[config.mk]
export PLATFORM = sky130hd
export DESIGN_NAME = iso_rx_decoder
export DESIGN_NICKNAME = d
export VERILOG_FILES = /design/src/rtl/rxdec_pkg.sv /design/src/rtl/rxdec_watchdog.sv /design/src/rtl/rxdec_level.sv /design/src/rtl/rxdec_outstage.sv /design/src/rtl/iso_rx_decoder.sv
export SDC_FILE = /design/constraint.sdc
export NUM_CORES = 1
export LEC_CHECK = 0
export ABC_AREA = 1
export BUFFER_PORTS_ARGS = -buffer_cell sky130_fd_sc_hd__buf_4
export CAP_MARGIN = 20
export CORE_MARGIN = 2
export CORE_UTILIZATION = 45
export DETAILED_ROUTE_END_ITERATION = 7
export GPL_TIMING_DRIVEN = 1
export HOLD_SLACK_MARGIN = 0.15
export PLACE_DENSITY = 0.76
export RECOVER_POWER = 25
export SLEW_MARGIN = 20
export SYNTH_ARGS = -nofsm -noshare
export SYNTH_HDL_FRONTEND = slang
export SYNTH_SLANG_ARGS = --single-unit
[constraint.sdc]
create_clock -name clk -period 1.2 [get_ports clk]
set_input_delay 0.36 -clock clk [delete_from_list [all_inputs] [get_ports clk]]
set_output_delay 0.36 -clock clk [all_outputs]
set_load 0.005 [all_outputs]
[src/rtl/rxdec_pkg.sv]
package rxdec_pkg;

   // 5 us at a 125 MHz receive clock
   localparam int RXDEC_DEF_TIMEOUT = 625;

   typedef enum logic [0:0] {
      PRIO_CLR = 1'b0,
      PRIO_SET = 1'b1
   } prio_e;

   function automatic logic next_level(input logic cur, input logic s,
                                       input logic c, input prio_e prio);
      logic nxt;
      nxt = cur;
      if (s && c)  nxt = (prio == PRIO_SET);
      else if (c)  nxt = 1'b0;
      else if (s)  nxt = 1'b1;
      return nxt;
   endfunction

endpackage

[src/rtl/rxdec_watchdog.sv]
module rxdec_watchdog #(
   parameter int TIMEOUT_CYC = rxdec_pkg::RXDEC_DEF_TIMEOUT
) (
   input  logic clk,
   input  logic rst_n,
   input  logic enable,
   input  logic kick,
   output logic expired
);
   localparam int CNT_W = $clog2(TIMEOUT_CYC + 1);
   localparam logic [CNT_W-1:0] LAST = CNT_W'(TIMEOUT_CYC - 1);

   generate
      if (TIMEOUT_CYC < 2) begin : g_bad_timeout
         $error("rxdec_watchdog: TIMEOUT_CYC must be at least 2");
      end
   endgenerate

   logic [CNT_W-1:0] idle_cnt;
   logic             exp_r;

   always_ff @(posedge clk or negedge rst_n) begin
      if (!rst_n) begin
         idle_cnt <= '0;
         exp_r    <= 1'b0;
      end else if (!enable || kick) begin
         idle_cnt <= '0;
         exp_r    <= 1'b0;
      end else if (!exp_r) begin
         if (idle_cnt == LAST) exp_r    <= 1'b1;
         else                  idle_cnt <= idle_cnt + 1'b1;
      end
   end

   assign expired = exp_r;
endmodule

[src/rtl/rxdec_level.sv]
module rxdec_level #(
   parameter rxdec_pkg::prio_e PRIO = rxdec_pkg::PRIO_CLR
) (
   input  logic clk,
   input  logic rst_n,
   input  logic enable,
   input  logic set_i,
   input  logic clr_i,
   output logic level
);
   logic lvl_r;

   always_ff @(posedge clk or negedge rst_n) begin
      if (!rst_n)       lvl_r <= 1'b0;
      else if (!enable) lvl_r <= 1'b0;
      else              lvl_r <= rxdec_pkg::next_level(lvl_r, set_i, clr_i, PRIO);
   end

   assign level = lvl_r;
endmodule

[src/rtl/rxdec_outstage.sv]
module rxdec_outstage #(
   parameter bit HAS_OE = 1'b1
) (
   input  logic supply_ok,
   input  logic out_en,
   input  logic level,
   input  logic expired,
   output logic dout,
   output logic dout_oe,
   output logic timeout_flag
);
   assign dout         = supply_ok & level & ~expired;
   assign timeout_flag = supply_ok & expired;

   generate
      if (HAS_OE) begin : g_oe
         assign dout_oe = supply_ok & out_en;
      end else begin : g_no_oe
         logic unused_en;
         assign unused_en = out_en;
         assign dout_oe   = supply_ok;
      end
   endgenerate
endmodule

[src/rtl/iso_rx_decoder.sv]
module iso_rx_decoder #(
   parameter int               TIMEOUT_CYC = rxdec_pkg::RXDEC_DEF_TIMEOUT,
   parameter rxdec_pkg::prio_e PRIO        = rxdec_pkg::PRIO_CLR,
   parameter bit               HAS_OE      = 1'b1
) (
   input  logic clk,
   input  logic rst_n,
   input  logic supply_ok,
   input  logic out_en,
   input  logic set_pulse,
   input  logic clr_pulse,
   output logic dout,
   output logic dout_oe,
   output logic timeout_flag
);
   logic any_pulse;
   logic level;
   logic expired;

   assign any_pulse = set_pulse | clr_pulse;

   rxdec_watchdog #(.TIMEOUT_CYC(TIMEOUT_CYC)) u_wdog (
      .clk     (clk),
      .rst_n   (rst_n),
      .enable  (supply_ok),
      .kick    (any_pulse),
      .expired (expired)
   );

   rxdec_level #(.PRIO(PRIO)) u_level (
      .clk    (clk),
      .rst_n  (rst_n),
      .enable (supply_ok),
      .set_i  (set_pulse),
      .clr_i  (clr_pulse),
      .level  (level)
   );

   rxdec_outstage #(.HAS_OE(HAS_OE)) u_out (
      .supply_ok    (supply_ok),
      .out_en       (out_en),
      .level        (level),
      .expired      (expired),
      .dout         (dout),
      .dout_oe      (dout_oe),
      .timeout_flag (timeout_flag)
   );
endmodule

==> impl_metrics.json <==
{
  "drt_first_pass_iters": 4,
  "netlist_area_um2": 753,
  "min_path_type": "in -> reg",
  "synth_nets": 113,
  "die-height_um": 44.9,
  "num_antenna_cells": 0,
  "clockBufferDepth": 2,
  "setup_viol": 13,
  "relSlewSlack_pct": 79.0,
  "crit_fanout": 5,
  "violations": "setup timing",
  "rows": 14,
  "dp_hpwl_um": 1380,
  "leakagePower_nw": 0.610,
  "routed_via_density": 5.32,
  "clockRootBuffer": "clkbuf_4",
  "synth_area_leaders": "dfrtp_1 40%, nand2_1 16%, inv_1 7.0%, nor2_1 6.5%, nand4_1 5.8%",
  "finalHoldViolations": 0,
  "nFillCells": 119,
  "stdcell_count": 159,
  "hold_ws_ns": 0.333,
  "max_freq_mhz": 715,
  "die_x_um": 44.9,
  "drt-initial-drc-count": 42,
  "worst_slew_pin_slew_ns": 0.316,
  "hold_end": "u_level.level$_DFFE_PN0P_",
  "grt_pass1_wl_um": 3240,
  "rsz0062_at_grt": "true",
  "critPathKind": "reg -> reg",
  "yosysWarnings": 0,
  "placed_cell_area_um2": 981,
  "grt_max_degree": 13,
  "r2r_end": "u_wdog.idle_cnt[2]$_DFFE_PN0P_",
  "postSynthAreaPerCell_um2": 7.17,
  "area_delta_synth_final_pct": 49.3,
  "pwr-share-comb_pct": 8.1,
  "fin_crit_ns": 1.40,
  "utilization_pct": 73.0,
  "vias": 846,
  "fin_area_mm2": 0.00112,
  "cts_tree": "done",
  "p_per_area_mw_per_mm2": 723,
  "vdd_ir_drop_max_v": 0.000716,
  "p_clk_share_pct": 41.5,
  "period_share_pct": 117,
  "routed_wl_um": 2130,
  "io_buffers": 8,
  "yosys_register_bits": 12,
  "holdCritStartpoint": "clr_pulse",
  "synth_top_area_share_pct": 39.9,
  "max_cap_viol_count": 0,
  "synthCells": 105,
  "critPathLaunchType": "flip-flop",
  "num_io_pins": 9,
  "dp.cells": 148,
  "worstHoldPathCells": 4,
  "cts_max_level": 1,
  "initial_core_util_pct": 48.9,
  "wl_per_cell_um": 13.4,
  "first_global_vias": 786,
  "ff2ff_path_depth": 10,
  "outcome": "complete, but fails checks",
  "skew_ns": 0.00708,
  "drive_above_1_share_pct": 41.3,
  "numCtsBuffers": 3,
  "slew_violations": 0,
  "die-area_mm2": 0.00202,
  "seqPwrFrac_pct": 50.3,
  "ys_seq_area_share_pct": 39.9,
  "cp.arrival_ns": 1.62,
  "pre_cts_slack_ns": -0.212,
  "fin_nets": 152,
  "drc": 0,
  "worstSkewPairLatency_ns": 0.28,
  "required_ns": 1.42,
  "gp_congestion": 0.849,
  "coreArea_mm2": 0.00154,
  "r2r-start": "u_wdog.idle_cnt[1]$_DFFE_PN0P_",
  "endpoint_kind": "flip-flop",
  "antenna_found_initial": 0,
  "cts.sinks": 12,
  "setup_ws_ns": -0.198,
  "track_usage_pct": 22.8,
  "antenna_left": 0,
  "rrSetupSlack_ns": -0.20,
  "net-switching-power_uw": 188,
  "synth_top_area_cell": "dfrtp_1",
  "synth_cell_types": 17,
  "clkSlewWorstSetupHoldPaths_ns": 0.08,
  "p_int_uw": 624,
  "switching_share_pct": 23.2,
  "globalRoute.totalOverflow": 0,
  "mostFrequentLayoutCells": "30 x nand2_1, 30 x buf_4, 12 x inv_1, 12 x dfrtp_1, 11 x nor2_1"
}
-- cell usage after synthesis, drive strengths merged --
| library cell | instances |
|---|---|
| nand3 | 8 |
| nand2 | 34 |
| nand4 | 7 |
| nor2 | 16 |
| o21bai | 1 |
| inv | 15 |
| ha | 2 |
| dfrtp | 12 |
| buf | 1 |
| or2 | 1 |
| xor2 | 2 |
| o21ai | 6 |
-- worst max path at each step --
stage / slack [ns] / end / cells after the start / startpoint
floorplan: -0.11 / u_wdog.idle_cnt[2]$_DFFE_PN0P_ / 10 / u_wdog.idle_cnt[0]$_DFFE_PN0P_
global placement: -0.19 / u_wdog.idle_cnt[4]$_DFFE_PN0P_ / 10 / u_wdog.idle_cnt[1]$_DFFE_PN0P_
detailed placement: -0.21 / u_wdog.idle_cnt[4]$_DFFE_PN0P_ / 10 / u_wdog.idle_cnt[1]$_DFFE_PN0P_
CTS: -0.21 / u_wdog.idle_cnt[1]$_DFFE_PN0P_ / 9 / u_wdog.idle_cnt[0]$_DFFE_PN0P_
global route: -0.28 / u_wdog.idle_cnt[2]$_DFFE_PN0P_ / 10 / u_wdog.idle_cnt[0]$_DFFE_PN0P_
finish: -0.20 / u_wdog.idle_cnt[2]$_DFFE_PN0P_ / 10 / u_wdog.idle_cnt[1]$_DFFE_PN0P_
-- state kept, by name (all words and copies together), names as in the netlist --
signal and flops:
u_level.level 1, u_wdog.idle_cnt 10, u_wdog.expired 1
-- critical path, cell delays in order (launching register included) --
cell	delay, ns
dfrtp_1	0.37
inv_2	0.06
ha_4	0.15
nand2_2	0.06
nor2_2	0.04
nand2_2	0.07
nor2_4	0.05
buf_4	0.13
nor2_2	0.21
nand4_1	0.13
nand2_1	0.08
-- kinds of logic (layout without fill, tap and decap cells) --
kind of cell    count (synthesis)  in the layout  share of synthesized area [%]
compound gates                  7              7                           4.98
xor+xnor                        2              2                           2.33
fa+ha+maj                       2              2                           3.32
buf+inv                        16             53                           8.14
flops                          12             12                           39.9
simple gates                   66             67                           41.4
-- power by group through the flow --
| stage | Combinational, mW | Sequential [mW] | Clock [mW] |
|---|---|---|---|
| after detailed placement | 0.0578 | 0.417 | 0 |
| after floorplan | 0.0170 | 0.418 | 0 |
| after CTS | 0.0641 | 0.409 | 0.342 |
| after global routing | 0.0729 | 0.410 | 0.358 |
| final | 0.0662 | 0.409 | 0.337 |
| after global placement | 0.0560 | 0.417 | 0 |
-- through the flow --
stage | power (mW) | setup TNS, ns
2_1_floorplan | 0.435 | -1.02
3_3_place_gp | 0.473 | -1.65
3_5_place_dp | 0.475 | -2.03
4_1_cts | 0.815 | -2.17
5_1_grt | 0.841 | -3.10
6_report | 0.813 | -1.88
-- layer usage --
layer,track usage [%],wire (µm),vias to the layer above,share of wire (%)
met5,0,0,-,0
met1,27.8,876,387,41
met2,37.7,1050,39,49
li1,-,-,414,-
met3,3.20,157,6,7.4
met4,14.7,42,0,2.0
-- area by class of cell --
cell class              instances  area, µm²  area share [%]
repair buffers                 34        263            23.4
inverters                      15       56.3            5.01
clock buffers                   4       36.3            3.23
flip-flops and latches         12        300            26.7
multi-input cells              78        449            39.9
well taps                      16       20.0            1.78
-- timing repair --
item | CTS | global route
endpoints found under the setup margin | 13 | 13
gates cloned | 0 | 1
hold endpoints to repair | 12 | 0
hold buffers | 1 | 0
gates resized for setup | 6 | 11
pin swaps | 4 | 4
buffers inserted | 2 | 3
No activity file was read; power rests on OpenSTA's default activity.
